## src/rtl/lkt_pkg.sv

```systemverilog
package lkt_pkg;

  // Classification of a lock request after the unlock of the same cycle
  typedef enum logic [2:0] {
    LK_NONE  = 3'd0,
    LK_NEW   = 3'd1,
    LK_REOWN = 3'd2,
    LK_WAIT  = 3'd3,
    LK_FULL  = 3'd4
  } lk_kind_e;

  function automatic int idx_w(input int n);
    return (n > 1) ? $clog2(n) : 1;
  endfunction

  function automatic lk_kind_e lk_classify(input logic vld, input logic hit,
                                           input logic is_owner, input logic any_free);
    if (!vld)          return LK_NONE;
    if (hit)           return is_owner ? LK_REOWN : LK_WAIT;
    return any_free ? LK_NEW : LK_FULL;
  endfunction

endpackage

```

## src/rtl/lkt_pick.sv

```systemverilog
module lkt_pick #(
  parameter int W = 8,
  localparam int IW = (W > 1) ? $clog2(W) : 1
) (
  input  logic [W-1:0]  vec_i,
  output logic [IW-1:0] idx_o,
  output logic          any_o
);
  // lowest set bit wins
  always_comb begin
    idx_o = '0;
    for (int i = W - 1; i >= 0; i--) begin
      if (vec_i[i]) idx_o = IW'(i);
    end
  end
  assign any_o = |vec_i;
endmodule

```

## src/rtl/lkt_entry.sv

```systemverilog
module lkt_entry #(
  parameter int AW   = 32,
  parameter int NTHR = 8,
  localparam int TW = (NTHR > 1) ? $clog2(NTHR) : 1,
  localparam int QD = (NTHR > 1) ? NTHR - 1 : 1,
  localparam int CW = $clog2(QD + 1)
) (
  input  logic          clk,
  input  logic          rst_n,
  input  logic          release_i,
  input  logic          alloc_i,
  input  logic          enq_i,
  input  logic [TW-1:0] tid_i,
  input  logic [AW-1:0] addr_i,
  output logic          valid_o,
  output logic [AW-1:0] addr_o,
  output logic [TW-1:0] owner_o,
  output logic [TW-1:0] head_o,
  output logic          has_wait_o,
  output logic          pv_valid_o,
  output logic [TW-1:0] pv_owner_o
);
  logic                   v_q, v_r, v_n;
  logic [AW-1:0]          a_q, a_n;
  logic [TW-1:0]          o_q, o_r, o_n;
  logic [QD-1:0][TW-1:0]  q_q, q_r, q_n;
  logic [CW-1:0]          c_q, c_r, c_n;

  // stage 1: apply release (handoff or invalidate)
  always_comb begin
    v_r = v_q;
    o_r = o_q;
    q_r = q_q;
    c_r = c_q;
    if (release_i) begin
      if (c_q != '0) begin
        o_r = q_q[0];
        for (int i = 0; i < QD - 1; i++) q_r[i] = q_q[i+1];
        q_r[QD-1] = '0;
        c_r = c_q - CW'(1);
      end else begin
        v_r = 1'b0;
      end
    end
  end

  // stage 2: apply allocation or enqueue on the post-release view
  always_comb begin
    v_n = v_r;
    a_n = a_q;
    o_n = o_r;
    q_n = q_r;
    c_n = c_r;
    if (alloc_i) begin
      v_n = 1'b1;
      a_n = addr_i;
      o_n = tid_i;
      c_n = '0;
    end
    if (enq_i) begin
      for (int i = 0; i < QD; i++) begin
        if (CW'(i) == c_r) q_n[i] = tid_i;
      end
      if (c_r < CW'(QD)) c_n = c_r + CW'(1);
    end
  end

  always_ff @(posedge clk or negedge rst_n) begin
    if (!rst_n) begin
      v_q <= 1'b0;
      a_q <= '0;
      o_q <= '0;
      q_q <= '0;
      c_q <= '0;
    end else begin
      v_q <= v_n;
      a_q <= a_n;
      o_q <= o_n;
      q_q <= q_n;
      c_q <= c_n;
    end
  end

  assign valid_o    = v_q;
  assign addr_o     = a_q;
  assign owner_o    = o_q;
  assign head_o     = q_q[0];
  assign has_wait_o = (c_q != '0);
  assign pv_valid_o = v_r;
  assign pv_owner_o = o_r;

  a_r7_queue_bound: assert property (@(posedge clk) disable iff (!rst_n)
    c_q <= CW'(QD));
  a_r8_free_has_no_waiters: assert property (@(posedge clk) disable iff (!rst_n)
    !v_q |-> (c_q == '0));
  a_r6_handoff_pops: assert property (@(posedge clk) disable iff (!rst_n)
    (release_i && c_q != '0 && !enq_i) |=> (c_q == $past(c_q) - CW'(1)));
endmodule

```

## src/rtl/hw_lock_table.sv

```systemverilog
module hw_lock_table
  import lkt_pkg::*;
#(
  parameter int AW   = 32,
  parameter int NTHR = 8,
  parameter int NENT = 8,
  localparam int TW = (NTHR > 1) ? $clog2(NTHR) : 1,
  localparam int EW = (NENT > 1) ? $clog2(NENT) : 1
) (
  input  logic            clk,
  input  logic            rst_n,
  input  logic            lock_vld,
  input  logic [TW-1:0]   lock_tid,
  input  logic [AW-1:0]   lock_addr,
  input  logic            unlock_vld,
  input  logic [TW-1:0]   unlock_tid,
  input  logic [AW-1:0]   unlock_addr,
  output logic            lock_ok,
  output logic            wake_vld,
  output logic [TW-1:0]   wake_tid,
  output logic            unlock_err,
  output logic [NTHR-1:0] stall_mask,
  output logic            table_full
);
  // per-entry views
  logic [NENT-1:0]          e_valid, e_pv_valid, e_wait;
  logic [NENT-1:0][AW-1:0]  e_addr;
  logic [NENT-1:0][TW-1:0]  e_owner, e_head, e_pv_owner;
  logic [NENT-1:0]          e_release, e_alloc, e_enq;

  // lookup vectors
  logic [NENT-1:0] u_hitv, l_hitv, freev;
  logic [EW-1:0]   u_idx, l_idx, f_idx;
  logic            u_hit, l_hit, f_any;

  // named events
  logic            ev_unlock_ok, ev_handoff, ev_free, ev_unlock_bad;
  logic [TW-1:0]   ev_wake_tid;
  lk_kind_e        ev_lock;

  // registered state
  logic [NTHR-1:0] stall_q, stall_n, fullw_q, fullw_n;
  logic            ok_q, wake_q, err_q, full_q;
  logic [TW-1:0]   wtid_q;

  genvar g;
  generate
    for (g = 0; g < NENT; g++) begin : g_ent
      assign u_hitv[g]    = e_valid[g] && (e_addr[g] == unlock_addr);
      assign l_hitv[g]    = e_pv_valid[g] && (e_addr[g] == lock_addr);
      assign freev[g]     = !e_pv_valid[g];
      assign e_release[g] = ev_unlock_ok && u_hitv[g];
      assign e_alloc[g]   = (ev_lock == LK_NEW) && (f_idx == EW'(g));
      assign e_enq[g]     = (ev_lock == LK_WAIT) && l_hitv[g];

      lkt_entry #(.AW(AW), .NTHR(NTHR)) u_ent (
        .clk        (clk),
        .rst_n      (rst_n),
        .release_i  (e_release[g]),
        .alloc_i    (e_alloc[g]),
        .enq_i      (e_enq[g]),
        .tid_i      (lock_tid),
        .addr_i     (lock_addr),
        .valid_o    (e_valid[g]),
        .addr_o     (e_addr[g]),
        .owner_o    (e_owner[g]),
        .head_o     (e_head[g]),
        .has_wait_o (e_wait[g]),
        .pv_valid_o (e_pv_valid[g]),
        .pv_owner_o (e_pv_owner[g])
      );
    end
  endgenerate

  lkt_pick #(.W(NENT)) u_pick_unl  (.vec_i(u_hitv), .idx_o(u_idx), .any_o(u_hit));
  lkt_pick #(.W(NENT)) u_pick_lock (.vec_i(l_hitv), .idx_o(l_idx), .any_o(l_hit));
  lkt_pick #(.W(NENT)) u_pick_free (.vec_i(freev),  .idx_o(f_idx), .any_o(f_any));

  // unlock side sees the current table
  assign ev_unlock_ok  = unlock_vld && u_hit && (e_owner[u_idx] == unlock_tid);
  assign ev_unlock_bad = unlock_vld && !ev_unlock_ok;
  assign ev_handoff    = ev_unlock_ok && e_wait[u_idx];
  assign ev_free       = ev_unlock_ok && !e_wait[u_idx];
  assign ev_wake_tid   = e_head[u_idx];

  // lock side sees the table after this cycle's unlock
  assign ev_lock = lk_classify(lock_vld, l_hit, e_pv_owner[l_idx] == lock_tid, f_any);

  always_comb begin
    stall_n = stall_q;
    fullw_n = fullw_q;
    if (ev_handoff) stall_n[ev_wake_tid] = 1'b0;
    if (ev_free) begin
      stall_n = stall_n & ~fullw_q;
      fullw_n = '0;
    end
    if (ev_lock == LK_WAIT || ev_lock == LK_FULL) stall_n[lock_tid] = 1'b1;
    if (ev_lock == LK_FULL) fullw_n[lock_tid] = 1'b1;
  end

  always_ff @(posedge clk or negedge rst_n) begin
    if (!rst_n) begin
      stall_q <= '0;
      fullw_q <= '0;
      ok_q    <= 1'b0;
      wake_q  <= 1'b0;
      wtid_q  <= '0;
      err_q   <= 1'b0;
      full_q  <= 1'b0;
    end else begin
      stall_q <= stall_n;
      fullw_q <= fullw_n;
      ok_q    <= (ev_lock == LK_NEW) || (ev_lock == LK_REOWN);
      wake_q  <= ev_handoff;
      wtid_q  <= ev_handoff ? ev_wake_tid : wtid_q;
      err_q   <= ev_unlock_bad;
      full_q  <= |fullw_n;
    end
  end

  assign lock_ok    = ok_q;
  assign wake_vld   = wake_q;
  assign wake_tid   = wtid_q;
  assign unlock_err = err_q;
  assign stall_mask = stall_q;
  assign table_full = full_q;

  a_r6_woken_not_stalled: assert property (@(posedge clk) disable iff (!rst_n)
    wake_q |-> !stall_q[wtid_q]);
  a_r2_granted_not_stalled: assert property (@(posedge clk) disable iff (!rst_n)
    ok_q |-> !stall_q[$past(lock_tid)]);
  a_r4_waiter_stalls: assert property (@(posedge clk) disable iff (!rst_n)
    (ev_lock == LK_WAIT) |=> stall_q[$past(lock_tid)]);
  a_r10_full_implies_stall: assert property (@(posedge clk) disable iff (!rst_n)
    full_q |-> (stall_q != '0));
  a_r9_reject_no_wake: assert property (@(posedge clk) disable iff (!rst_n)
    err_q |-> !wake_q);
  a_r11_free_then_alloc: assert property (@(posedge clk) disable iff (!rst_n)
    (ev_free && lock_vld && lock_addr == unlock_addr) |-> (ev_lock == LK_NEW));
endmodule

```

## config.mk

```make
export PLATFORM = sky130hd
export DESIGN_NAME = hw_lock_table
export DESIGN_NICKNAME = d
export VERILOG_FILES = /design/src/rtl/lkt_pkg.sv /design/src/rtl/lkt_pick.sv /design/src/rtl/lkt_entry.sv /design/src/rtl/hw_lock_table.sv
export SDC_FILE = /design/constraint.sdc
export NUM_CORES = 2
export LEC_CHECK = 0
export BUFFER_PORTS_ARGS = -buffer_cell sky130_fd_sc_hd__buf_2
export CORE_UTILIZATION = 40
export DETAILED_ROUTE_END_ITERATION = 10
export PLACE_DENSITY = 0.63
export SYNTH_ARGS = -nofsm -noshare
export SYNTH_HDL_FRONTEND = slang
export SYNTH_SLANG_ARGS = --single-unit
```

## constraint.sdc

```tcl
create_clock -name clk -period 6.78 [get_ports clk]
set_input_delay 0.339 -clock clk [delete_from_list [all_inputs] [get_ports clk]]
set_output_delay 0.339 -clock clk [all_outputs]
set_load 0.02 [all_outputs]
```

==> flow_summary.json <==
{
  "avgSynthCellArea_um2": 10.8,
  "maxCapViolCount": 0,
  "fin_crit_ns": 6.49,
  "grt_pass1_wl_um": 166000,
  "drive_gt1_share_pct": 26.1,
  "critPathLaunchType": "flip-flop",
  "rows": 103,
  "fin_cells": 4285,
  "required_ns": 7.30,
  "clk_latency_ns": 0.64,
  "tritoncts": "built",
  "routed_via_density": 5.78,
  "post-place-ws_ns": -0.329,
  "end_kind": "flip-flop",
  "run_status": "finished, final reports clean",
  "drtAntennaViolNets": 0,
  "syn_nets": 3116,
  "placed_cells": 4173,
  "io_buffers": 88,
  "synth_seq_cells": 503,
  "cp_max_fo": 12,
  "place_congestion": 1.02,
  "fin_nets": 3318,
  "worst_hold_path.num_cells": 2,
  "synth_most_common_cell": "dfrtp_1",
  "first_iter_violations": 2370,
  "antenna_cells": 0,
  "synth-async-reset-ratio_pct": 100,
  "finalCritPeriodShare_pct": 95.7,
  "fmax_ghz": 0.154,
  "vias": 24783,
  "antenna_found_initial": 6,
  "die_h_um": 285,
  "synth_edf_count": 0,
  "dpl.hpwl_um": 82100,
  "wl_met3_um": 9230,
  "slew_viol_final": 0,
  "initial_core_util_pct": 40.5,
  "gr-total-overflow": 0,
  "whs_ns": 0.0897,
  "synth_ff_type": "dfrtp_1",
  "die_area_um2": 81400,
  "dr.pass1.iters": 6,
  "synth_top_cell_by_area": "dfrtp_1",
  "met2_length_um": 49000,
  "worst_slew_pin_slew_ns": 0.970,
  "netlist-cell-type-count": 97,
  "area_growth_pct": 16.3,
  "syn_area_um2": 32100,
  "leakage_nw": 17.4,
  "hold_violations": 0,
  "crit_type": "flip-flop to flip-flop",
  "grt_start_max_net_pins": 148,
  "coreArea_um2": 79300,
  "clock-sinks": 503,
  "maxUsedRoutingLayer": "met5",
  "relSlewSlack_pct": 35.3,
  "synthTopCellsByArea": "dfrtp_1 39%, mux2i_1 11%, xor2_1 11%",
  "setup_viol": 0,
  "cts_root_buf": "clkbuf_16",
  "hold_path.class": "input pin to flip-flop",
  "met1Wirelength_um": 49100,
  "worstPathArrival_ns": 7.00,
  "routed_wl_um": 113000,
  "p_per_area_nw_per_um2": 295,
  "numCtsBuffers": 58,
  "setup_ws_ns": 0.292,
  "clockBufferDepth": 3,
  "h-tree-depth": 2,
  "ys_warn_count": 0,
  "grt_pass1_vias": 24661,
  "r2r_cells": 24,
  "die_w_um": 285,
  "synth_top_area_share_pct": 39.2,
  "postSynthCellCount": 2986,
  "synthTopCellsByCount": "503 x dfrtp_1, 386 x xor2_1, 358 x mux2i_1, 250 x mux2_2, 141 x nand2_1",
  "top_level_ports": 89,
  "tns_ns": 0,
  "drcViolationCount": 0,
  "finClkSkew_ns": 0.0289,
  "grt_use_total_pct": 27.5,
  "clkTransAtPathRegs_ns": 0.06,
  "ir_drop_mv": 0.188,
  "synth_seq_area_share_pct": 39.2,
  "wl_per_cell_um": 26.3
}
==> layer usage <==
metal | track usage, % | vias up
met1 | 38.5 | 12399
li1 | - | 11090
met2 | 41.7 | 1040
met3 | 4.95 | 252
met5 | 0 | -
met4 | 11.1 | 2
==> worst max-delay path: stages (launching register included) <==
cell and delay, ns:
dfrtp_1 0.46, xor2_1 0.24, or4_1 0.57, nor4_2 0.20, buf_4 0.17, and3_2 0.23
a211oi_1 0.11, or2_1 0.27, mux2_1 0.34, o21a_1 0.19, or3_4 0.38, buf_4 0.18
a2111oi_4 0.40, buf_12 0.19, a31oi_1 0.18, nor2_1 0.27, buf_4 0.18, nand4_1 0.12
buf_4 0.22, or2_1 0.33, nor4_1 0.46, buf_4 0.22, inv_1 0.06, o31a_1 0.16
o31ai_1 0.22
==> state kept, by name, indices dropped and copies added (netlist names) <==
name,cells
fullw_q,8
wake_vld,1
g_ent.u_ent.c_q,24
stall_mask,8
g_ent.u_ent.owner_o,24
table_full,1
g_ent.u_ent.head_o,24
g_ent.u_ent.valid_o,8
unlock_err,1
lock_ok,1
g_ent.u_ent.q_q,144
wake_tid,3
g_ent.u_ent.addr_o,256
==> power by group <==
group,internal [mW],leakage (nW),total (mW),switching (mW)
registers,3.64,6.43,4.40,0.753
clock network,1.85,0.961,3.21,1.36
logic,1.53,9.97,3.40,1.87
total,7.03,17.4,11.0,3.98
==> what timing repair did <==
action	in CTS	in global routing
gates resized for setup	4	32
pin swaps	0	10
hold buffers	1	0
buffers inserted	0	4
cloned	0	0
endpoints found under the hold margin	90	0
endpoints found under the setup margin	303	407
==> cell type report <==
class,instances,area [um2]
Clock buffer,79,1690
Fill cell,7376,41900
Tap cell,1050,1310
Inverter,55,206
Timing Repair Buffer,343,2640
Multi-Input combinational cell,2227,18700
Sequential cell,503,12600
Clock inverter,28,236
==> final timing paths <==
| kind | startpoint | endpoint | slack (ns) |
|---|---|---|---|
| worst min-delay path | unlock_vld | unlock_err | 0.09 |
| worst max-delay path | g_ent[7].u_ent.addr_o[23] | stall_mask[0] | 0.29 |
| worst max register to register | g_ent[7].u_ent.addr_o[23] | stall_mask[0] | 0.29 |
| worst min register to register | wake_tid[1] | wake_tid[1] | 0.48 |
| min in group asynchronous | rst_n | g_ent[2].u_ent.addr_o[21] | 0.33 |
| max in group asynchronous | rst_n | g_ent[6].u_ent.addr_o[30] | 4.95 |
==> logic make-up (layout without fill, tap and decap cells) <==
group | Yosys count | count (layout) | share of synthesized area (%)
simple gates | 798 | 798 | 14.8
fa+ha+maj | 56 | 56 | 2.18
flops | 503 | 503 | 39.2
buf+inv | 256 | 505 | 3.50
mux | 651 | 651 | 21.4
compound gates | 199 | 199 | 4.63
xor+xnor | 523 | 523 | 14.3
==> cell usage in the layout, fill, tap and decap left out, drive strengths merged, types with 44 or more instances in the layout <==
cell type / Yosys / final
a21oi: 44 / 44
buf: 70 / 342
clkbuf: 131 / 79
dfrtp: 503 / 503
ha: 56 / 56
inv: 55 / 57
mux2: 293 / 293
mux2i: 358 / 358
nand2: 144 / 144
nand3: 79 / 79
nand4: 85 / 85
nor2: 133 / 133
nor4: 136 / 136
xnor2: 137 / 137
xor2: 386 / 386
==> through the flow <==
step                      cell area [um2]  utilization, %  power, mW
after floorplan                     32100               -       6.52
after global placement              35200            44.4       7.71
after detailed placement            35200            44.4       7.73
after CTS                           37200            46.9       11.0
after global routing                37300            47.1       11.5
final                               37300            47.1       11.0
No activity file was read; power rests on OpenSTA's default activity.
